**src/rtl/hexrsp_pkg.sv**
```systemverilog
package hexrsp_pkg;

    localparam int NIB_W  = 4;
    localparam int BYTE_W = 8;

    localparam logic [BYTE_W-1:0] CH_MARK = 8'h4D;
    localparam logic [BYTE_W-1:0] CH_CR   = 8'h0D;
    localparam logic [BYTE_W-1:0] CH_LF   = 8'h0A;
    localparam logic [BYTE_W-1:0] CH_ZERO = 8'h30;
    localparam logic [BYTE_W-1:0] CH_ALPHA = 8'h41;

    // Number of fixed bytes around the digits: marker, CR, LF.
    localparam int FRAME_EXTRA = 3;

    typedef enum logic [0:0] {
        SEQ_IDLE = 1'b0,
        SEQ_SEND = 1'b1
    } seq_state_e;

    function automatic logic [BYTE_W-1:0] nib_to_glyph(input logic [NIB_W-1:0] n);
        logic [BYTE_W-1:0] wide;
        wide = {{(BYTE_W-NIB_W){1'b0}}, n};
        if (n < 4'd10) begin
            return CH_ZERO + wide;
        end
        return CH_ALPHA + (wide - 8'd10);
    endfunction

endpackage

```
**src/rtl/hexrsp_glyph.sv**
```systemverilog
module hexrsp_glyph
    import hexrsp_pkg::*;
(
    input  logic [NIB_W-1:0]  nib,
    output logic [BYTE_W-1:0] glyph
);
    always_comb begin
        glyph = nib_to_glyph(nib);
    end
endmodule

```
**src/rtl/hexrsp_frame_mux.sv**
```systemverilog
module hexrsp_frame_mux
    import hexrsp_pkg::*;
#(
    parameter int DATA_W = 16,
    parameter int IDX_W  = 3
) (
    input  logic [DATA_W-1:0] word,
    input  logic [IDX_W-1:0]  idx,
    output logic [BYTE_W-1:0] out_byte
);
    localparam int N_DIG     = DATA_W / NIB_W;
    localparam int FRAME_LEN = N_DIG + FRAME_EXTRA;

    logic [BYTE_W-1:0] frame [FRAME_LEN];

    assign frame[0]           = CH_MARK;
    assign frame[N_DIG + 1]   = CH_CR;
    assign frame[N_DIG + 2]   = CH_LF;

    // Digit slot g+1 carries nibble N_DIG-1-g: most significant first.
    for (genvar g = 0; g < N_DIG; g++) begin : g_digit
        hexrsp_glyph u_glyph (
            .nib   (word[(N_DIG-1-g)*NIB_W +: NIB_W]),
            .glyph (frame[g + 1])
        );
    end

    always_comb begin
        out_byte = '0;
        for (int k = 0; k < FRAME_LEN; k++) begin
            if (idx == IDX_W'(k)) begin
                out_byte = frame[k];
            end
        end
    end
endmodule

```
**src/rtl/hexrsp_seq.sv**
```systemverilog
module hexrsp_seq
    import hexrsp_pkg::*;
#(
    parameter int FRAME_LEN = 7,
    parameter int IDX_W     = 3
) (
    input  logic             clk,
    input  logic             rst,
    input  logic             start,
    input  logic             step,
    output logic             busy,
    output logic [IDX_W-1:0] idx
);
    localparam logic [IDX_W-1:0] LAST_IDX = IDX_W'(FRAME_LEN - 1);

    seq_state_e state;

    always_ff @(posedge clk) begin
        if (rst) begin
            state <= SEQ_IDLE;
            idx   <= '0;
        end else begin
            case (state)
                SEQ_IDLE: begin
                    idx <= '0;
                    if (start) begin
                        state <= SEQ_SEND;
                    end
                end
                SEQ_SEND: begin
                    if (step) begin
                        if (idx == LAST_IDX) begin
                            state <= SEQ_IDLE;
                            idx   <= '0;
                        end else begin
                            idx <= idx + 1'b1;
                        end
                    end
                end
                default: begin
                    state <= SEQ_IDLE;
                    idx   <= '0;
                end
            endcase
        end
    end

    assign busy = (state == SEQ_SEND);
endmodule

```
**src/rtl/hexrsp_formatter.sv**
```systemverilog
module hexrsp_formatter
    import hexrsp_pkg::*;
#(
    parameter int DATA_W = 16
) (
    input  logic              clk,
    input  logic              rst,
    input  logic              bus_valid,
    input  logic              bus_write,
    input  logic [DATA_W-1:0] bus_data,
    output logic              bus_ready,
    output logic              tx_valid,
    output logic [7:0]        tx_byte,
    input  logic              tx_ready
);
    localparam int N_DIG     = DATA_W / NIB_W;
    localparam int FRAME_LEN = N_DIG + FRAME_EXTRA;
    localparam int IDX_W     = $clog2(FRAME_LEN);

    logic              busy;
    logic [IDX_W-1:0]  idx;
    logic              take_read;
    logic [DATA_W-1:0] held_word;

    assign bus_ready = !busy;
    assign take_read = bus_valid && bus_ready && !bus_write;

    always_ff @(posedge clk) begin
        if (rst) begin
            held_word <= '0;
        end else if (take_read) begin
            held_word <= bus_data;
        end
    end

    hexrsp_seq #(
        .FRAME_LEN (FRAME_LEN),
        .IDX_W     (IDX_W)
    ) u_seq (
        .clk   (clk),
        .rst   (rst),
        .start (take_read),
        .step  (tx_ready),
        .busy  (busy),
        .idx   (idx)
    );

    hexrsp_frame_mux #(
        .DATA_W (DATA_W),
        .IDX_W  (IDX_W)
    ) u_mux (
        .word     (held_word),
        .idx      (idx),
        .out_byte (tx_byte)
    );

    assign tx_valid = busy;
endmodule

```
**config.mk**
```make
export PLATFORM = sky130hd
export DESIGN_NAME = hexrsp_formatter
export DESIGN_NICKNAME = d
export VERILOG_FILES = /design/src/rtl/hexrsp_pkg.sv /design/src/rtl/hexrsp_glyph.sv /design/src/rtl/hexrsp_frame_mux.sv /design/src/rtl/hexrsp_seq.sv /design/src/rtl/hexrsp_formatter.sv
export SDC_FILE = /design/constraint.sdc
export NUM_CORES = 1
export LEC_CHECK = 0
export BUFFER_PORTS_ARGS = -buffer_cell sky130_fd_sc_hd__buf_4
export CAP_MARGIN = 20
export CORE_UTILIZATION = 33
export CTS_BUF_LIST = sky130_fd_sc_hd__clkbuf_4
export DETAILED_ROUTE_END_ITERATION = 8
export PLACE_DENSITY = 0.51
export SYNTH_ARGS = -nofsm -noshare
export SYNTH_HDL_FRONTEND = slang
export SYNTH_SLANG_ARGS = --single-unit
```
**constraint.sdc**
```tcl
create_clock -name clk -period 4.4 [get_ports clk]
set_clock_uncertainty 0.15 [all_clocks]
set_input_delay 0.22 -clock clk [delete_from_list [all_inputs] [get_ports clk]]
set_output_delay 0.22 -clock clk [all_outputs]
set_load 0.05 [all_outputs]
```
==> flow_metrics.tcl <==
set metrics [dict create \
    first_global_vias 1554 \
    first_pass_iters 4 \
    htreeDepth 1 \
    synth-seq-area-share 0.226 \
    maxCapViolations 0 \
    grt_usage 0.170 \
    finalCriticalPeriod_ns 3.11 \
    max_stage_delay_ns 0.78 \
    nNetsFinal 316 \
    slew_viol_final 0 \
    clock_sinks 20 \
    cts_buffers 3 \
    power.share.clock 0.235 \
    period_share 0.708 \
    layout_setup_ws_ns 1.29 \
    finalPower_uw 405 \
    die_y_um 75.3 \
    wl_per_cell_um 12.5 \
    initial_core_util 0.345 \
    dieArea_sq_mm 0.00567 \
    gp_congestion 0.884 \
    power.leakage_nw 0.811 \
    cts-root-buf "clkbuf_4" \
    hold_path_class "in2reg" \
    grt_setup_unrepaired "false" \
    antenna_found_initial 0 \
    crit_type "reg2out" \
    async_reset_ff_frac 0 \
    synth_cell_types 40 \
    crit_buf_inv 2 \
    dp_slack_ns 1.66 \
    combPwrFrac 0.274 \
    via_count 1716 \
    avgSynthCellArea_sq_um 7.15 \
    synth_flop_cell "dfxtp_1" \
    fillers 594 \
    rr_startpoint "u_seq.idx[2]" \
    wirelength_mm 4.35 \
    p_per_area_mw_per_mm2 190 \
    rows 26 \
    path_clk_slew_ns 0.12 \
    diodes 0 \
    antenna_left 0 \
    worstHoldStart "bus_data[13]" \
    io_buffer_count 29 \
    post-cts-setup-buffers 0 \
    synthCells 248 \
    cts_tree "yes" \
    drt_iter0_drc 106 \
    areaGrowthSynthToFinish_pct 20.5 \
    ys_warn_count 0 \
    synthesis.nets 286 \
    hold_depth 3 \
    cp_max_fo 21 \
    relSlewSlack 0.549 \
    die_w_um 75.3 \
    synth_edf_count 0 \
    crit_arrival_ns 2.74 \
    p_int_uw 274 \
    drive_gt1_frac 0.148 \
    worst_r2r_path_depth 5 \
    ys_seq_elements 20 \
    p_sw_frac 0.324 \
    tightest_slew_ns 0.676 \
    path_cells "inv_1 > ha_1 > nand2b_1 > a2111oi_2 > a21oi_1 > a21boi_1 > a41o_1 > buf_4" \
    fmax_mhz 321 \
    slowest_stage "dfxtp_1" \
    critPathTopFamily "flip-flops" \
    timing.final.hold_violations 0 \
    via_per_inst 4.95 \
    ir_worst_vdd_mv 0.108 \
    cts_buffer_depth 2 \
    status "finished clean" \
    grt_pass1_wl_mm 7.46 \
    fin_setup_tns_ns 0 \
    io-pin-count 31 \
    ff2ff_setup_slack_ns 2.67 \
    place_hpwl_mm 3.38 \
    insertion_delay_ns 0.31 \
    grt_max_degree 22 \
    setup.worst_path.start_class "flip-flop" \
    seq_power_share 0.490 \
    p_switching_uw 131 \
    drc_errors 0 \
    setup_viol 0 \
    cp.required_ns 4.03 \
    min_to "held_word[13]" \
    cp-end-kind "output pin" \
    synth_area_sq_mm 0.00177 \
    gr-total-overflow 0 \
    rr_endpoint "u_seq.idx[2]" \
    core_area_sq_mm 0.00514 \
]
==> layout by cell type, fill, tap and decap left out, types with 3 or more instances in the layout <==
| cell type | synthesis | routed |
|---|---|---|
| inv_1 | 17 | 17 |
| a21oi_1 | 32 | 32 |
| ha_1 | 17 | 17 |
| buf_4 | 3 | 29 |
| dfxtp_1 | 20 | 20 |
| o21ai_0 | 10 | 10 |
| mux2i_1 | 5 | 5 |
| xnor2_1 | 8 | 8 |
| xor2_1 | 8 | 8 |
| nand2_1 | 56 | 56 |
| nand3_1 | 6 | 6 |
| nor3_1 | 4 | 4 |
| a31oi_1 | 3 | 3 |
| nand3b_1 | 4 | 4 |
| clkbuf_4 | 0 | 3 |
| nor2_1 | 10 | 10 |
| o211ai_1 | 3 | 3 |
| dlygate4sd3_1 | 0 | 11 |
| a211oi_1 | 4 | 4 |
==> flip-flops by register name, indices dropped and copies added (netlist names) <==
register,cells
u_seq.idx,3
u_seq.busy,1
held_word,16
==> kinds of logic (layout without fill, tap and decap cells) <==
group	Yosys count	count (layout)	share of synthesized area
buf+inv	34	63	0.0840
fa+ha+maj	17	17	0.120
xor+xnor	16	16	0.0790
other cells	1	1	0.00212
mux	6	6	0.0346
flops	20	20	0.226
simple gates	87	87	0.214
compound gates	67	67	0.241
==> cells in the mapped netlist (3+ instances only) <==
cell / n / area (sq um)
clkbuf_1: 3 / 11.3
a21oi_1: 32 / 160
o211ai_1: 3 / 22.5
buf_2: 8 / 40.0
ha_1: 17 / 213
xnor2_1: 8 / 70.1
a31oi_1: 3 / 18.8
a211oi_1: 4 / 30.0
inv_1: 17 / 63.8
buf_4: 3 / 22.5
nor2_1: 10 / 37.5
o21ai_0: 10 / 50.1
xor2_1: 8 / 70.1
dfxtp_1: 20 / 400
nand3_1: 6 / 30.0
nand2_1: 56 / 210
mux2i_1: 5 / 50.1
nand3b_1: 4 / 30.0
nor3_1: 4 / 20.0
==> power by group through the flow <==
stage                     combinational, mW  clock, mW  sequential (mW)
after CTS                             0.113     0.0985            0.199
final                                 0.111     0.0953            0.199
after global routing                  0.126      0.108            0.201
after global placement                0.104          0            0.203
after floorplan                      0.0732          0            0.202
after detailed placement              0.105          0            0.203
==> how the worst max path moves through the flow <==
stage / start / to / slack (ns) / cells past startpoint
floorplan: held_word[13] / tx_byte[4] / 1.65 / 9
global placement: u_seq.idx[2] / tx_byte[6] / 1.71 / 8
detailed placement: u_seq.idx[2] / tx_byte[6] / 1.66 / 8
CTS: u_seq.idx[2] / tx_byte[6] / 1.31 / 8
global route: u_seq.idx[2] / tx_byte[6] / 1.07 / 8
finish: u_seq.idx[2] / tx_byte[6] / 1.29 / 8
==> area by class of cell <==
class / count / area, sq um / area share
Clock buffer: 3 / 22.5 / 0.0105
Clock inverter: 1 / 3.75 / 0.00176
Inverter: 19 / 71.3 / 0.0334
Multi-Input combinational cell: 194 / 1220 / 0.573
Sequential cell: 20 / 400 / 0.187
Tap cell: 70 / 87.6 / 0.0410
Timing Repair Buffer: 40 / 328 / 0.153
==> routing by layer <==
| metal | share of wire | track usage | vias up | routed length [um] |
|---|---|---|---|---|
| met2 | 0.43 | 0.255 | 26 | 1860 |
| met1 | 0.54 | 0.261 | 779 | 2360 |
| met3 | 0.021 | 0.0132 | 4 | 92 |
| met5 | 0 | 0 | - | 0 |
| met4 | 0.010 | 0.0432 | 0 | 44 |
| li1 | - | - | 907 | - |
==> worst register-to-register path: cells and delay by family (launching register included) <==
| family | cells | cell delay, ns |
|---|---|---|
| buffers and inverters | 1 | 0.14 |
| and+or+nand+nor | 2 | 0.21 |
| muxes | 1 | 0.07 |
| DFF | 1 | 0.78 |
| adders and majority gates | 1 | 0.33 |
==> what timing repair did <==
item                                   CTS  global route
hold buffers                            11             0
resized for setup                        0             0
endpoints found under the hold margin   11             0
==> stage by stage <==
stage	area, sq um	hold slack (ns)	util	instances
5_1_grt	2140	0.00159	0.416	347
3_5_place_dp	2000	0.315	0.389	332
4_1_cts	2140	0.000273	0.416	347
3_3_place_gp	2000	0.310	0.389	332
2_1_floorplan	1770	0.206	-	248
6_report	2140	0.000450	0.416	347
Note: power is estimated with default switching activity, not from simulation.
